`src/rtl/stepq_pkg.sv`:
```
package stepq_pkg;

  typedef enum logic [2:0] {
    ST_IDLE  = 3'd0,
    ST_VREQ  = 3'd1,
    ST_WDONE = 3'd2,
    ST_WBUSY = 3'd3,
    ST_GAP   = 3'd4,
    ST_PROG  = 3'd5,
    ST_ERR   = 3'd6
  } stepq_state_e;

endpackage

```
`src/rtl/stepq_math.sv`:
```
module stepq_math #(
  parameter int VOLT_W = 16,
  parameter int OFF_W  = 4,
  parameter int QUOT_W = 12
) (
  input  logic [VOLT_W-1:0] vmax_i,
  input  logic [OFF_W-1:0]  off_i,
  input  logic [VOLT_W-1:0] step_i,
  input  logic [VOLT_W-1:0] lvl_cur_i,
  input  logic [VOLT_W-1:0] step_cur_i,
  input  logic [QUOT_W-1:0] q_hi_i,
  input  logic [QUOT_W-1:0] q_lo_i,
  output logic [VOLT_W-1:0] lvl_first_o,
  output logic [VOLT_W-1:0] lvl_next_o,
  output logic [QUOT_W-1:0] slope_o
);

  localparam int DW = QUOT_W + 1;

  logic [VOLT_W-1:0]   drop;
  logic signed [DW-1:0] diff;
  logic signed [DW-1:0] shr;

  // starting level: maximum less the offset in whole steps
  always_comb begin
    drop        = VOLT_W'(off_i) * step_i;
    lvl_first_o = vmax_i - drop;
  end

  // second level: four steps below the current one
  always_comb begin
    lvl_next_o = lvl_cur_i - (step_cur_i << 2);
  end

  // slope: signed difference divided by four, negative results forced to zero
  always_comb begin
    diff    = $signed({1'b0, q_hi_i}) - $signed({1'b0, q_lo_i});
    shr     = diff >>> 2;
    slope_o = shr[DW-1] ? '0 : shr[QUOT_W-1:0];
  end

endmodule

```
`src/rtl/stepq_poll.sv`:
```
module stepq_poll #(
  parameter int TICKS = 500,
  parameter int LIMIT = 100
) (
  input  logic clk,
  input  logic rst_n,
  input  logic active_i,
  input  logic cond_i,
  output logic hit_o,
  output logic expire_o
);

  localparam int TW = (TICKS > 1) ? $clog2(TICKS) : 1;
  localparam int CW = (LIMIT > 1) ? $clog2(LIMIT) : 1;

  logic [TW-1:0] tick_q, tick_d;
  logic [CW-1:0] cnt_q, cnt_d;
  logic          sample;
  logic          tick_en;

  assign sample   = (tick_q == '0);
  assign hit_o    = active_i & sample & cond_i;
  assign expire_o = active_i & sample & ~cond_i & (cnt_q == CW'(LIMIT - 1));

  always_comb begin
    tick_d  = tick_q;
    cnt_d   = cnt_q;
    tick_en = 1'b1;
    if (!active_i || hit_o || expire_o) begin
      tick_d = '0;
      cnt_d  = '0;
      tick_en = (tick_q != '0) || (cnt_q != '0);
    end else begin
      if (sample) cnt_d = cnt_q + CW'(1);
      tick_d = (tick_q == TW'(TICKS - 1)) ? '0 : tick_q + TW'(1);
    end
  end

  always_ff @(posedge clk or negedge rst_n) begin
    if (!rst_n) begin
      tick_q <= '0;
      cnt_q  <= '0;
    end else if (tick_en) begin
      tick_q <= tick_d;
      cnt_q  <= cnt_d;
    end
  end


  sample_cnt_bound_chk: assert property (@(posedge clk) disable iff (!rst_n)
    cnt_q <= CW'(LIMIT - 1));


  expire_drops_chk: assert property (@(posedge clk) disable iff (!rst_n)
    expire_o |=> (cnt_q == '0));

endmodule

```
`src/rtl/stepq_cache.sv`:
```
module stepq_cache #(
  parameter int IW    = 2,
  parameter int W     = 12,
  parameter int OUT_W = 8
) (
  input  logic          clk,
  input  logic          rst_n,
  input  logic          we_i,
  input  logic [IW-1:0] widx_i,
  input  logic [W-1:0]  wdata_i,
  input  logic [IW-1:0] ridx_i,
  output logic [OUT_W-1:0] prog_o,
  output logic          valid_o
);

  localparam int NUM = 1 << IW;

  logic [NUM-1:0][W-1:0] ent_q;
  logic [NUM-1:0]        sel;
  logic [W-1:0]          rd;

  for (genvar g = 0; g < NUM; g++) begin : g_sel
    assign sel[g] = we_i && (widx_i == IW'(g));
  end

  always_ff @(posedge clk or negedge rst_n) begin
    if (!rst_n) begin
      for (int i = 0; i < NUM; i++) ent_q[i] <= '1;
    end else begin
      for (int i = 0; i < NUM; i++) begin
        if (sel[i]) ent_q[i] <= wdata_i;
      end
    end
  end

  assign rd      = ent_q[ridx_i];
  assign valid_o = (rd != '1);
  assign prog_o  = rd[OUT_W-1:0];


  marker_free_chk: assert property (@(posedge clk) disable iff (!rst_n)
    we_i |-> (wdata_i != '1));


  write_lands_chk: assert property (@(posedge clk) disable iff (!rst_n)
    (we_i && (ridx_i == widx_i)) |=> valid_o);

endmodule

```
`src/rtl/stepq_cal.sv`:
```
module stepq_cal
  import stepq_pkg::*;
#(
  parameter int VOLT_W     = 16,
  parameter int OFF_W      = 4,
  parameter int QUOT_W     = 12,
  parameter int QLSB       = 12,
  parameter int DBG_W      = 32,
  parameter int SR_W       = 8,
  parameter int MODE_W     = 2,
  parameter int POLL_TICKS = 500,
  parameter int POLL_MAX   = 100
) (
  input  logic              clk,
  input  logic              rst_n,
  input  logic              start_i,
  input  logic [MODE_W-1:0] mode_i,
  input  logic [VOLT_W-1:0] vmax_i,
  input  logic [OFF_W-1:0]  tgt_off_i,
  input  logic [VOLT_W-1:0] step_size_i,
  output logic              vreq_valid_o,
  output logic [VOLT_W-1:0] vreq_level_o,
  input  logic              vreq_ack_i,
  output logic              reg_off_o,
  output logic              meas_en_o,
  output logic              sw_mode_o,
  input  logic              done_flag_i,
  input  logic              busy_flag_i,
  input  logic [DBG_W-1:0]  meas_word_i,
  output logic              step_we_o,
  output logic [SR_W-1:0]   step_wdata_o,
  output logic              busy_o,
  output logic              err_o
);

  // reset: asserted asynchronously, released through two flops
  logic rst_meta, rst_n_int;

  always_ff @(posedge clk or negedge rst_n) begin
    if (!rst_n) begin
      rst_meta  <= 1'b0;
      rst_n_int <= 1'b0;
    end else begin
      rst_meta  <= 1'b1;
      rst_n_int <= rst_meta;
    end
  end

  stepq_state_e      state_q, state_d;
  logic              phase_q, phase_d;
  logic [MODE_W-1:0] mode_q, mode_d;
  logic [VOLT_W-1:0] step_q, step_d;
  logic [VOLT_W-1:0] level_q, level_d;
  logic [QUOT_W-1:0] q1_q, q1_d;
  logic              err_q, err_d;

  logic              cfg_en, q1_en, gap_en, err_en;
  logic              cache_we, cache_valid;
  logic [MODE_W-1:0] rd_idx;
  logic [QUOT_W-1:0] quot_now, slope;
  logic [VOLT_W-1:0] lvl_first, lvl_next;
  logic              poll_active, poll_cond, poll_hit, poll_expire;

  // slow quotient field of the engine result word
  assign quot_now = QUOT_W'(meas_word_i >> QLSB);

  stepq_math #(
    .VOLT_W (VOLT_W),
    .OFF_W  (OFF_W),
    .QUOT_W (QUOT_W)
  ) u_math (
    .vmax_i      (vmax_i),
    .off_i       (tgt_off_i),
    .step_i      (step_size_i),
    .lvl_cur_i   (level_q),
    .step_cur_i  (step_q),
    .q_hi_i      (q1_q),
    .q_lo_i      (quot_now),
    .lvl_first_o (lvl_first),
    .lvl_next_o  (lvl_next),
    .slope_o     (slope)
  );

  assign rd_idx = (state_q == ST_IDLE) ? mode_i : mode_q;

  stepq_cache #(
    .IW    (MODE_W),
    .W     (QUOT_W),
    .OUT_W (SR_W)
  ) u_cache (
    .clk     (clk),
    .rst_n   (rst_n_int),
    .we_i    (cache_we),
    .widx_i  (mode_q),
    .wdata_i (slope),
    .ridx_i  (rd_idx),
    .prog_o  (step_wdata_o),
    .valid_o (cache_valid)
  );

  assign poll_active = (state_q == ST_WDONE) || (state_q == ST_WBUSY);
  assign poll_cond   = (state_q == ST_WDONE) ? done_flag_i : ~busy_flag_i;

  stepq_poll #(
    .TICKS (POLL_TICKS),
    .LIMIT (POLL_MAX)
  ) u_poll (
    .clk      (clk),
    .rst_n    (rst_n_int),
    .active_i (poll_active),
    .cond_i   (poll_cond),
    .hit_o    (poll_hit),
    .expire_o (poll_expire)
  );

  // next-state logic
  always_comb begin
    state_d  = state_q;
    phase_d  = phase_q;
    mode_d   = mode_q;
    step_d   = step_q;
    level_d  = level_q;
    q1_d     = q1_q;
    err_d    = err_q;
    cfg_en   = 1'b0;
    q1_en    = 1'b0;
    gap_en   = 1'b0;
    err_en   = 1'b0;
    cache_we = 1'b0;
    unique case (state_q)
      ST_IDLE: begin
        if (start_i) begin
          cfg_en  = 1'b1;
          err_en  = 1'b1;
          mode_d  = mode_i;
          step_d  = step_size_i;
          level_d = lvl_first;
          phase_d = 1'b0;
          err_d   = 1'b0;
          state_d = cache_valid ? ST_PROG : ST_VREQ;
        end
      end
      ST_VREQ: begin
        if (vreq_ack_i) state_d = ST_WDONE;
      end
      ST_WDONE: begin
        if (poll_hit) begin
          state_d = ST_WBUSY;
        end else if (poll_expire) begin
          state_d = ST_ERR;
          err_en  = 1'b1;
          err_d   = 1'b1;
        end
      end
      ST_WBUSY: begin
        if (poll_hit) begin
          if (phase_q) begin
            cache_we = 1'b1;
            state_d  = ST_PROG;
          end else begin
            q1_en   = 1'b1;
            q1_d    = quot_now;
            state_d = ST_GAP;
          end
        end else if (poll_expire) begin
          state_d = ST_ERR;
          err_en  = 1'b1;
          err_d   = 1'b1;
        end
      end
      ST_GAP: begin
        gap_en  = 1'b1;
        phase_d = 1'b1;
        level_d = lvl_next;
        state_d = ST_VREQ;
      end
      ST_PROG: state_d = ST_IDLE;
      ST_ERR:  state_d = ST_IDLE;
      default: state_d = ST_IDLE;
    endcase
  end

  // registers
  always_ff @(posedge clk or negedge rst_n_int) begin
    if (!rst_n_int) begin
      state_q <= ST_IDLE;
      phase_q <= 1'b0;
      mode_q  <= '0;
      step_q  <= '0;
      level_q <= '0;
      q1_q    <= '0;
      err_q   <= 1'b0;
    end else begin
      state_q <= state_d;
      if (cfg_en) begin
        mode_q <= mode_d;
        step_q <= step_d;
      end
      if (cfg_en || gap_en) begin
        level_q <= level_d;
        phase_q <= phase_d;
      end
      if (q1_en)  q1_q  <= q1_d;
      if (err_en) err_q <= err_d;
    end
  end

  assign vreq_valid_o = (state_q == ST_VREQ);
  assign vreq_level_o = level_q;
  assign meas_en_o    = poll_active;
  assign sw_mode_o    = (state_q == ST_VREQ) || (state_q == ST_WDONE) ||
                        (state_q == ST_WBUSY) || (state_q == ST_GAP);
  assign step_we_o    = (state_q == ST_PROG);
  assign reg_off_o    = (state_q == ST_ERR);
  assign busy_o       = (state_q != ST_IDLE);
  assign err_o        = err_q;


  loop_off_in_vreq_chk: assert property (@(posedge clk) disable iff (!rst_n_int)
    vreq_valid_o |-> !meas_en_o);


  vreq_hold_chk: assert property (@(posedge clk) disable iff (!rst_n_int)
    (vreq_valid_o && !vreq_ack_i) |=> (vreq_valid_o && $stable(vreq_level_o)));


  step_we_pulse_chk: assert property (@(posedge clk) disable iff (!rst_n_int)
    step_we_o |=> !step_we_o);


  timeout_exit_chk: assert property (@(posedge clk) disable iff (!rst_n_int)
    reg_off_o |=> (err_o && !busy_o && !reg_off_o && !step_we_o));


  start_ignored_chk: assert property (@(posedge clk) disable iff (!rst_n_int)
    busy_o |=> $stable(mode_q));


  skip_chk: assert property (@(posedge clk) disable iff (!rst_n_int)
    (start_i && !busy_o && cache_valid) |=> (step_we_o && !vreq_valid_o));


  err_clear_chk: assert property (@(posedge clk) disable iff (!rst_n_int)
    (start_i && !busy_o) |=> !err_o);

endmodule

```
`config.mk`:
```
export PLATFORM = sky130hd
export DESIGN_NAME = stepq_cal
export DESIGN_NICKNAME = d
export VERILOG_FILES = /design/src/rtl/stepq_pkg.sv /design/src/rtl/stepq_math.sv /design/src/rtl/stepq_poll.sv /design/src/rtl/stepq_cache.sv /design/src/rtl/stepq_cal.sv
export SDC_FILE = /design/constraint.sdc
export NUM_CORES = 1
export LEC_CHECK = 0
export BUFFER_PORTS_ARGS = -buffer_cell sky130_fd_sc_hd__buf_2
export CAP_MARGIN = 5
export CORE_MARGIN = 4
export CORE_UTILIZATION = 40
export DETAILED_ROUTE_END_ITERATION = 12
export PLACE_DENSITY = 0.64
export SYNTH_ARGS = -nofsm -noshare
export SYNTH_HDL_FRONTEND = slang
export SYNTH_HIERARCHICAL = 1
export SYNTH_SLANG_ARGS = --single-unit
```
`constraint.sdc`:
```
create_clock -name clk -period 4.28 [get_ports clk]
set_clock_uncertainty 0.1 [all_clocks]
set_input_delay 0.214 -clock clk [delete_from_list [all_inputs] [get_ports clk]]
set_output_delay 0.214 -clock clk [all_outputs]
set_load 0.01 [all_outputs]
```
After elaboration in Yosys (flattened, before gate mapping)
Index checks and enable logic that the tools add are counted.
Storage, ports and cells
  register bits: 115
  bits in latches: 0
  bits in writable memories: 0
  memory bits (read-only): 0
  input port bits: 76
  output and inout port bits: 31
  logic and storage cells: 111
  memories kept: 0
Cells by class
  $add $sub $neg: 5
  multiply operators: 1
  divide/modulo/power cells: 0
  order comparisons: 1
  equal/unequal tests: 16
  shift-type cells: 0
  multiplexer cells: 37
  bitwise gates (word level): 7
  reduce and logical (&&, ||, !) cells: 29
Operator list (number)
  16-bit one-hot mux with 2 select lines: 1
  16-bit subtractor: 2
  12-bit binary-select mux with 2-bit select: 1
  3-bit 2-to-1 mux: 6
  9-bit 2-to-1 mux: 2
  1-bit 2-to-1 mux: 17
  4-bit by 16-bit multiplier with 16-bit output: 1
  16-bit 2-to-1 mux: 1
  3-bit one-hot mux with 5 select lines: 1
  7-bit 2-to-1 mux: 2
  12-bit by 12-bit subtractor with 13-bit output: 1
  12-bit 2-to-1 mux: 1
  12-bit inequality test (second input constant): 1
  10-bit 2-to-1 mux: 1
  9-bit by 1-bit adder with 9-bit output (second input constant): 1
  3-bit == test (second input constant): 3
  9-bit == test (second input constant): 1
  9-bit zero test: 1
  9-bit nonzero test: 1
  1-bit logical OR: 8
  7-bit by 1-bit adder with 7-bit output (second input constant): 1
  7-bit == test (second input constant): 1
  7-bit nonzero test: 1
  3-bit by 2-bit == test with 1-bit output (second input constant): 2
  other kinds (21): 38

Longest topological paths before layout
Gate-level depths: netlist of run 1.
  depth after elaboration: 9
  gate-level depth with buffers: 17
  mapped depth without buffers: 15

Cells and area by module
The synthesis of run 1 kept the hierarchy.
Modules (own cells, without submodules)
  stepq_math: times used 1, cells an instance 457, area each 3372.0 sq um, sequential area each 0.0 sq um
  stepq_cal: times used 1, cells an instance 164, area each 2293.4 sq um, sequential area each 1326.3 sq um
  stepq_cache: times used 1, cells an instance 122, area each 2135.8 sq um, sequential area each 1261.2 sq um
  stepq_poll: times used 1, cells an instance 106, area each 979.7 sq um, sequential area each 400.4 sq um

Least setup slack after synthesis of run 1
Ideal clock, no wire load.
  kind: input -> register
  start point: input port tgt_off_i[3]
  end point: register level_q[15] (netlist: vreq_level_o[15])
  library setup time: 0.118 ns
  arrival: 3.913 ns
  data required time: 4.062 ns
  slack: 0.149 ns
  stages: 17
  path buffers: 2
  cells stage by stage: clkbuf_1 > nand2_1 > fa_1 > inv_1 > fa_1 > fa_1 > inv_1 > ha_1 > buf_2 > nand3_1 > a2111oi_2 > a2111oi_1 > or3_1 > nand3_1 > o211ai_2 > a22o_1 > a21o_1
Between the ends
  word-level cells in the longest chain between the ends: 4
RTL lines
  start, declared: RTL line stepq_cal.sv:19  | input logic [OFF_W-1:0] tgt_off_i,
  4-bit by 16-bit multiplier with 16-bit output: RTL line stepq_math.sv:26  | drop = VOLT_W'(off_i) * step_i;
  16-bit subtractor: RTL line stepq_math.sv:27  | lvl_first_o = vmax_i - drop;
  net lvl_first[15]: RTL line stepq_cal.sv:61  | logic [VOLT_W-1:0] lvl_first, lvl_next;
  16-bit 2-to-1 mux: RTL line stepq_cal.sv:132  | if (start_i) begin
  16-bit one-hot mux with 2 select lines: RTL line stepq_cal.sv:130  | unique case (state_q)
  end signal, assigned: RTL line stepq_cal.sv:200  | level_q <= level_d;
  end, declared: RTL line stepq_cal.sv:53  | logic [VOLT_W-1:0] level_q, level_d;
The timed path passes the listed nets, and every way through them passes these cells. The select of a mux whose other input is x is not followed.
A chain may end at the register's enable or synchronous reset.

Worst setup path in the final report of run 1
Same ends and word-level chain as after synthesis.

==> results.ini, run 1 <==
[outcome]
status=finished, final reports clean

[clock_tree]
clockRootBuffer=clkbuf_16
cts_buffers=17
path_clk_slew_ps=60
tritoncts=done
htreeDepth=4
cts_setup_buffers=0
cts.sinks=115
cts_buffer_depth=2
clkLatencyLatePin_ps=420

[worst_hold_path]
hold_path.class=primary input to flop
holdCritStartpoint=step_size_i[0]
hold_depth=2
min_to=step_q[0]

[sta]
rsz0062_at_grt=no
setup_ws_ps=386.3
min_period_ps=3894
maxSlewViolCount=0
fmax_mhz=256.8
max_slew_margin_pct=51.49
timing.final.crit_share_pct=90.97
hold_viol=0
worstMarginPinSlew_ps=725.5
finalSetupViolations=0

[critical_path]
worstPathArrival_ps=4100
path_class=primary input to flop
rrSetupSlack_ps=940
path_max_fanout=9
rr_endpoint=u_cache/ent_q[42]
rr_startpoint=state_q[2]
ff2ff_path_depth=9
worstPathRequired_ps=4490
cp-start-kind=primary input
end_kind=flop

[route]
vias=6454
wl_met1_um=8712
drt_iter0_markers=252
first_pass_iters=4
maxUsedRoutingLayer=met5
wl_met3_um=609
ant_nets=0
wire_per_inst_um=15.13
vias_per_cell=5.167
met2_length_um=9378
drc=0
postRouteWirelength_um=18900

[die]
num_rows=53
core_area_um2=21220
io_pins=107
die-height_um=155.6
die_w_um=155.6
die_area_um2=24200
start_util_pct=41.04

[layout]
antennaDiodeCount=0
final_net_count=1124
layout-drive-gt1-share_pct=25.26
fin_util_pct=48.08
nFillCells=2004
fin_cells=1249
layout-area-overhead-vs-synth_pct=17.17
final_area_um2=10200

[yosys]
synth.avg_cell_area_um2=10.31
netlist_area_um2=8708
syn_inst=845
synth_warnings=6

[power]
leakage_nw=4.995
swShare_pct=41.02
pwr-share-seq_pct=25.6
pwr-share-clk_pct=22.1
max-vdd-ir-drop_uv=313.3
p_comb_share_pct=52.2
finalPower_mw=6.094
intPower_mw=3.594
cellPowerDensity_nw_per_um2=597.2
switchingPower_mw=2.499

[placement]
place_ws_ps=-22.46
dp_hpwl_um=14260
portBuffers=86
gp_congestion=0.8182
placed_area_um2=9430
dp.cells=1196

[global_route]
track_usage_pct=16.57
grt_max_degree=56
grt_pass1_wl_um=32800
first_global_vias=6697
grt_overflow=0
antenna_found_initial=1

[flow_run]
max_cap_violations=0

cell type report:
| type | instances | area (um^2) | share of cell area (%) |
|---|---|---|---|
| flip-flops and latches | 115 | 2942 | 28.83 |
| clock inverters | 15 | 137.6 | 1.349 |
| clock buffers | 17 | 425.4 | 4.169 |
| inverters | 117 | 439.2 | 4.304 |
| repair buffers | 122 | 753.2 | 7.382 |
| well taps | 275 | 344.1 | 3.372 |
| multi-input cells | 588 | 5162 | 50.59 |
flip-flops by register name, summed over array words and instances, names as in the netlist:
name	cells
u_cache/ent_q	48
vreq_level_o	16
step_q	14
q1_q	12
u_poll/tick_q	9
u_poll/cnt_q	7
state_q	3
mode_q	2
err_o	1
phase_q	1
rst_meta	1
rst_n_int	1
power groups by stage:
stage | Clock [mW] | Combinational [mW] | Sequential (mW)
after floorplan | 0 | 2.47 | 1.55
after global placement | 0 | 3.09 | 1.58
after detailed placement | 0 | 3.15 | 1.58
after CTS | 1.39 | 3.20 | 1.57
after global routing | 1.44 | 3.56 | 1.61
final | 1.35 | 3.18 | 1.56
routing by layer:
| metal | GRT usage, % | vias to the layer above |
|---|---|---|
| met3 | 3.329 | 17 |
| met5 | 0 | - |
| met2 | 28.06 | 82 |
| met4 | 4.419 | 2 |
| met1 | 21.79 | 3199 |
| li1 | - | 3154 |
what timing repair did:
item,in CTS,in global routing
endpoints found under the hold margin,21,0
resized for setup,0,0
setup endpoints to repair,0,0
hold buffers,21,0
worst max path at each step:
stage,startpoint,to,slack (ps)
after floorplan,tgt_off_i[3],vreq_level_o[15],150
after global placement,tgt_off_i[3],vreq_level_o[15],40
after detailed placement,tgt_off_i[3],vreq_level_o[15],-20
after CTS,tgt_off_i[3],vreq_level_o[15],420
after global routing,tgt_off_i[3],vreq_level_o[13],110
final,tgt_off_i[3],vreq_level_o[15],390
worst max-delay path, stage by stage:
cell,delay (ps)
buf_2,190
nand2_1,100
fa_1,510
fa_1,550
inv_1,50
fa_1,500
inv_1,50
ha_1,350
nand2_1,110
a2111oi_2,400
a2111oi_1,120
or3_1,420
nand3_1,110
o211ai_2,80
a22o_1,220
a21o_1,150
through the flow:
| stage | TNS (ps) | hold slack, ps |
|---|---|---|
| final | 0 | 17.86 |
| after global routing | 0 | 11.38 |
| after CTS | 0 | 0.9127 |
| after detailed placement | -22.46 | -92.74 |
| after global placement | 0 | -93.40 |
| after floorplan | 0 | -181.6 |
placed cells by master, fill, tap and decap left out, drive strengths merged, types with 14 or more instances in the layout:
cell type,n
dlygate4sd3,21
nor2,31
nand2,67
a21o,28
ha,48
buf,101
mux2,79
a21oi,38
fa,39
o21ai,19
clkbuf,17
a22o,16
dfstp,48
inv,127
and2,22
xnor2,30
nand3,14
dfrtp,67
nor3,14
No activity file was read; power rests on OpenSTA's default activity.
==> inputs of run 2 (changes only) <==
--- a/config.mk
+++ b/config.mk
@@ -8,9 +8,9 @@
 export BUFFER_PORTS_ARGS = -buffer_cell sky130_fd_sc_hd__buf_2
 export CAP_MARGIN = 5
 export CORE_MARGIN = 4
-export CORE_UTILIZATION = 40
+export CORE_UTILIZATION = 44
 export DETAILED_ROUTE_END_ITERATION = 12
-export PLACE_DENSITY = 0.64
+export PLACE_DENSITY = 0.69
 export SYNTH_ARGS = -nofsm -noshare
 export SYNTH_HDL_FRONTEND = slang
 export SYNTH_HIERARCHICAL = 1
==> run 2 against run 1 <==
Register-to-register slack barely moved. Largest power group unchanged. Sequential cell count stayed put. Clock-buffer cell count increased by 2. Core utilization rose by 4.5 points.
==> results.ini, run 2 (synthesized netlist as in run 1, its figures left out) <==
[outcome]
status=finished, final reports clean

[sta]
timing.final.crit_share_pct=93.54
max_slew_margin_pct=32.44
finalSetupTns_ps=0
hold_viol=0
worstMarginPinSlew_ps=1012
fmax_mhz=249.8
maxSlewViolCount=0
finalSetupViolations=0
timing.hold.ws_ps=19.39
min_period_ps=4004
rsz0062_at_grt=no

[route]
drt_iter0_markers=264
drc=0
postRouteWirelength_um=18520
ant_nets=0
vias_per_cell=5.227
vias=6466
first_pass_iters=5
wire_per_inst_um=14.97

[critical_path]
path_max_fanout=5
critPathBufInv=4
max_stage_delay_ps=520
worstPathRequired_ps=4480
path_class=primary input to flop
worstPathArrival_ps=4210
critPathTopFamily=adder cells
end_kind=flop
cp-start-kind=primary input
slowest_stage=dlygate4sd3_1
critical_path.cell_chain=dlygate4sd3_1, buf_2, nand2_1, fa_2, fa_1, inv_1, fa_1, inv_1, ha_4, a21oi_1, o21ai_1, a21oi_1, o31ai_1, o41ai_2, xnor2_1, a22o_1, a21o_1

[die]
die_area_um2=22110
num_rows=51
core_area_um2=19460
io_pins=107
die-height_um=148.7
die_w_um=148.7
start_util_pct=44.74

[clock_tree]
cts_buffers=17
cts.sinks=115
cts_buffer_depth=2
tritoncts=done
clkLatencyLatePin_ps=410
path_clk_slew_ps=60
htreeDepth=4
cts_setup_buffers=0
clockRootBuffer=clkbuf_16

[global_route]
grt_pass1_wl_um=31530
track_usage_pct=17.65
grt_overflow=0
first_global_vias=6508
grt_max_degree=51
antenna_found_initial=0

[power]
max-vdd-ir-drop_uv=280.5
cellPowerDensity_nw_per_um2=597.0
finalPower_mw=6.109
leakage_nw=4.989

[placement]
portBuffers=86
gp_congestion=0.8291
dp.cells=1185
dp_hpwl_um=13820
placed_area_um2=9410

[layout]
nFillCells=1768
final_net_count=1122
layout-area-overhead-vs-synth_pct=17.51
fin_cells=1237
largest_reg_flops=48
seqCellArea_um2=2942
final_common_cell=inv_1
final_cell_mix=inv_1, buf_2, nand2_1, dfrtp_1, dfstp_2
layout-drive-gt1-share_pct=25.72
multi_input_area_um2=5219
regMostFlops=u_cache/ent_q
final_area_um2=10230
antennaDiodeCount=0

[flow_run]
max_cap_violations=0

[worst_hold_path]
hold_path.class=primary input to flop

-- run 2: cell count changes in the layout (fill, tap and decap cells not counted), sizes merged --
| cell | before | now |
|---|---|---|
| clkbuf | 17 | 19 |
| inv | 127 | 123 |
| clkinvlp | 0 | 1 |
| dlygate4sd3 | 21 | 20 |
| bufinv | 0 | 1 |
| buf | 101 | 100 |
-- run 2: timing repair --
| item | CTS | global route |
|---|---|---|
| hold buffers | 20 | 0 |
| gates resized for setup | 0 | 7 |
| setup endpoints to repair | 0 | 6 |
| endpoints found under the hold margin | 20 | 0 |
-- run 2: worst register-to-register path, delay by kind of cell (launching register included) --
kind,cells,cell delay [ps]
AO/OA/AOI/OAI,2,390
flip-flops,1,530
multiplexers,1,560
AND/OR/NAND/NOR,6,1670
-- run 2: per-layer routing --
| metal | track usage, % | vias up | part of all wire (%) |
|---|---|---|---|
| li1 | - | 3151 | - |
| met1 | 23.09 | 3197 | 45 |
| met2 | 29.73 | 103 | 49 |
| met3 | 3.991 | 15 | 4.1 |
| met4 | 4.619 | 0 | 1.1 |
| met5 | 0 | - | 0 |
-- run 2: power breakdown --
group	total, mW	internal (mW)	switching [mW]
clock network	1.35	0.822	0.530
registers	1.57	1.34	0.223
logic	3.19	1.50	1.69
total	6.11	3.67	2.44
-- run 2: cell type report --
| cell class | count | share of cell area [%] |
|---|---|---|
| Clock buffer | 19 | 4.328 |
| Clock inverter | 13 | 1.210 |
| Inverter | 117 | 4.291 |
| Multi-Input combinational cell | 588 | 51.00 |
| Sequential cell | 115 | 28.74 |
| Tap cell | 265 | 3.240 |
| Timing Repair Buffer | 120 | 7.189 |
-- run 2: final timing paths --
path / startpoint / to / slack (ps) / depth (start not counted)
hold reg to reg: rst_n_int / q1_q[5] / 140 / 0
setup / recovery: step_size_i[0] / vreq_level_o[13] / 280 / 17
max in group asynchronous: rst_n_int / state_q[2] / 2970 / 1
hold / removal: step_size_i[2] / step_q[2] / 20 / 2
setup reg to reg: state_q[2] / u_cache/ent_q[39] / 950 / 9
min in group asynchronous: rst_n_int / q1_q[5] / 140 / 0
-- run 2: stage by stage --
| step | util [%] | setup WS (ps) |
|---|---|---|
| 6_report | 52.58 | 276.3 |
| 5_1_grt | 52.58 | 70.90 |
| 4_1_cts | 52.29 | 35.79 |
| 3_5_place_dp | 48.35 | 5.739 |
| 3_3_place_gp | 48.35 | 78.94 |
| 2_1_floorplan | - | 149.4 |
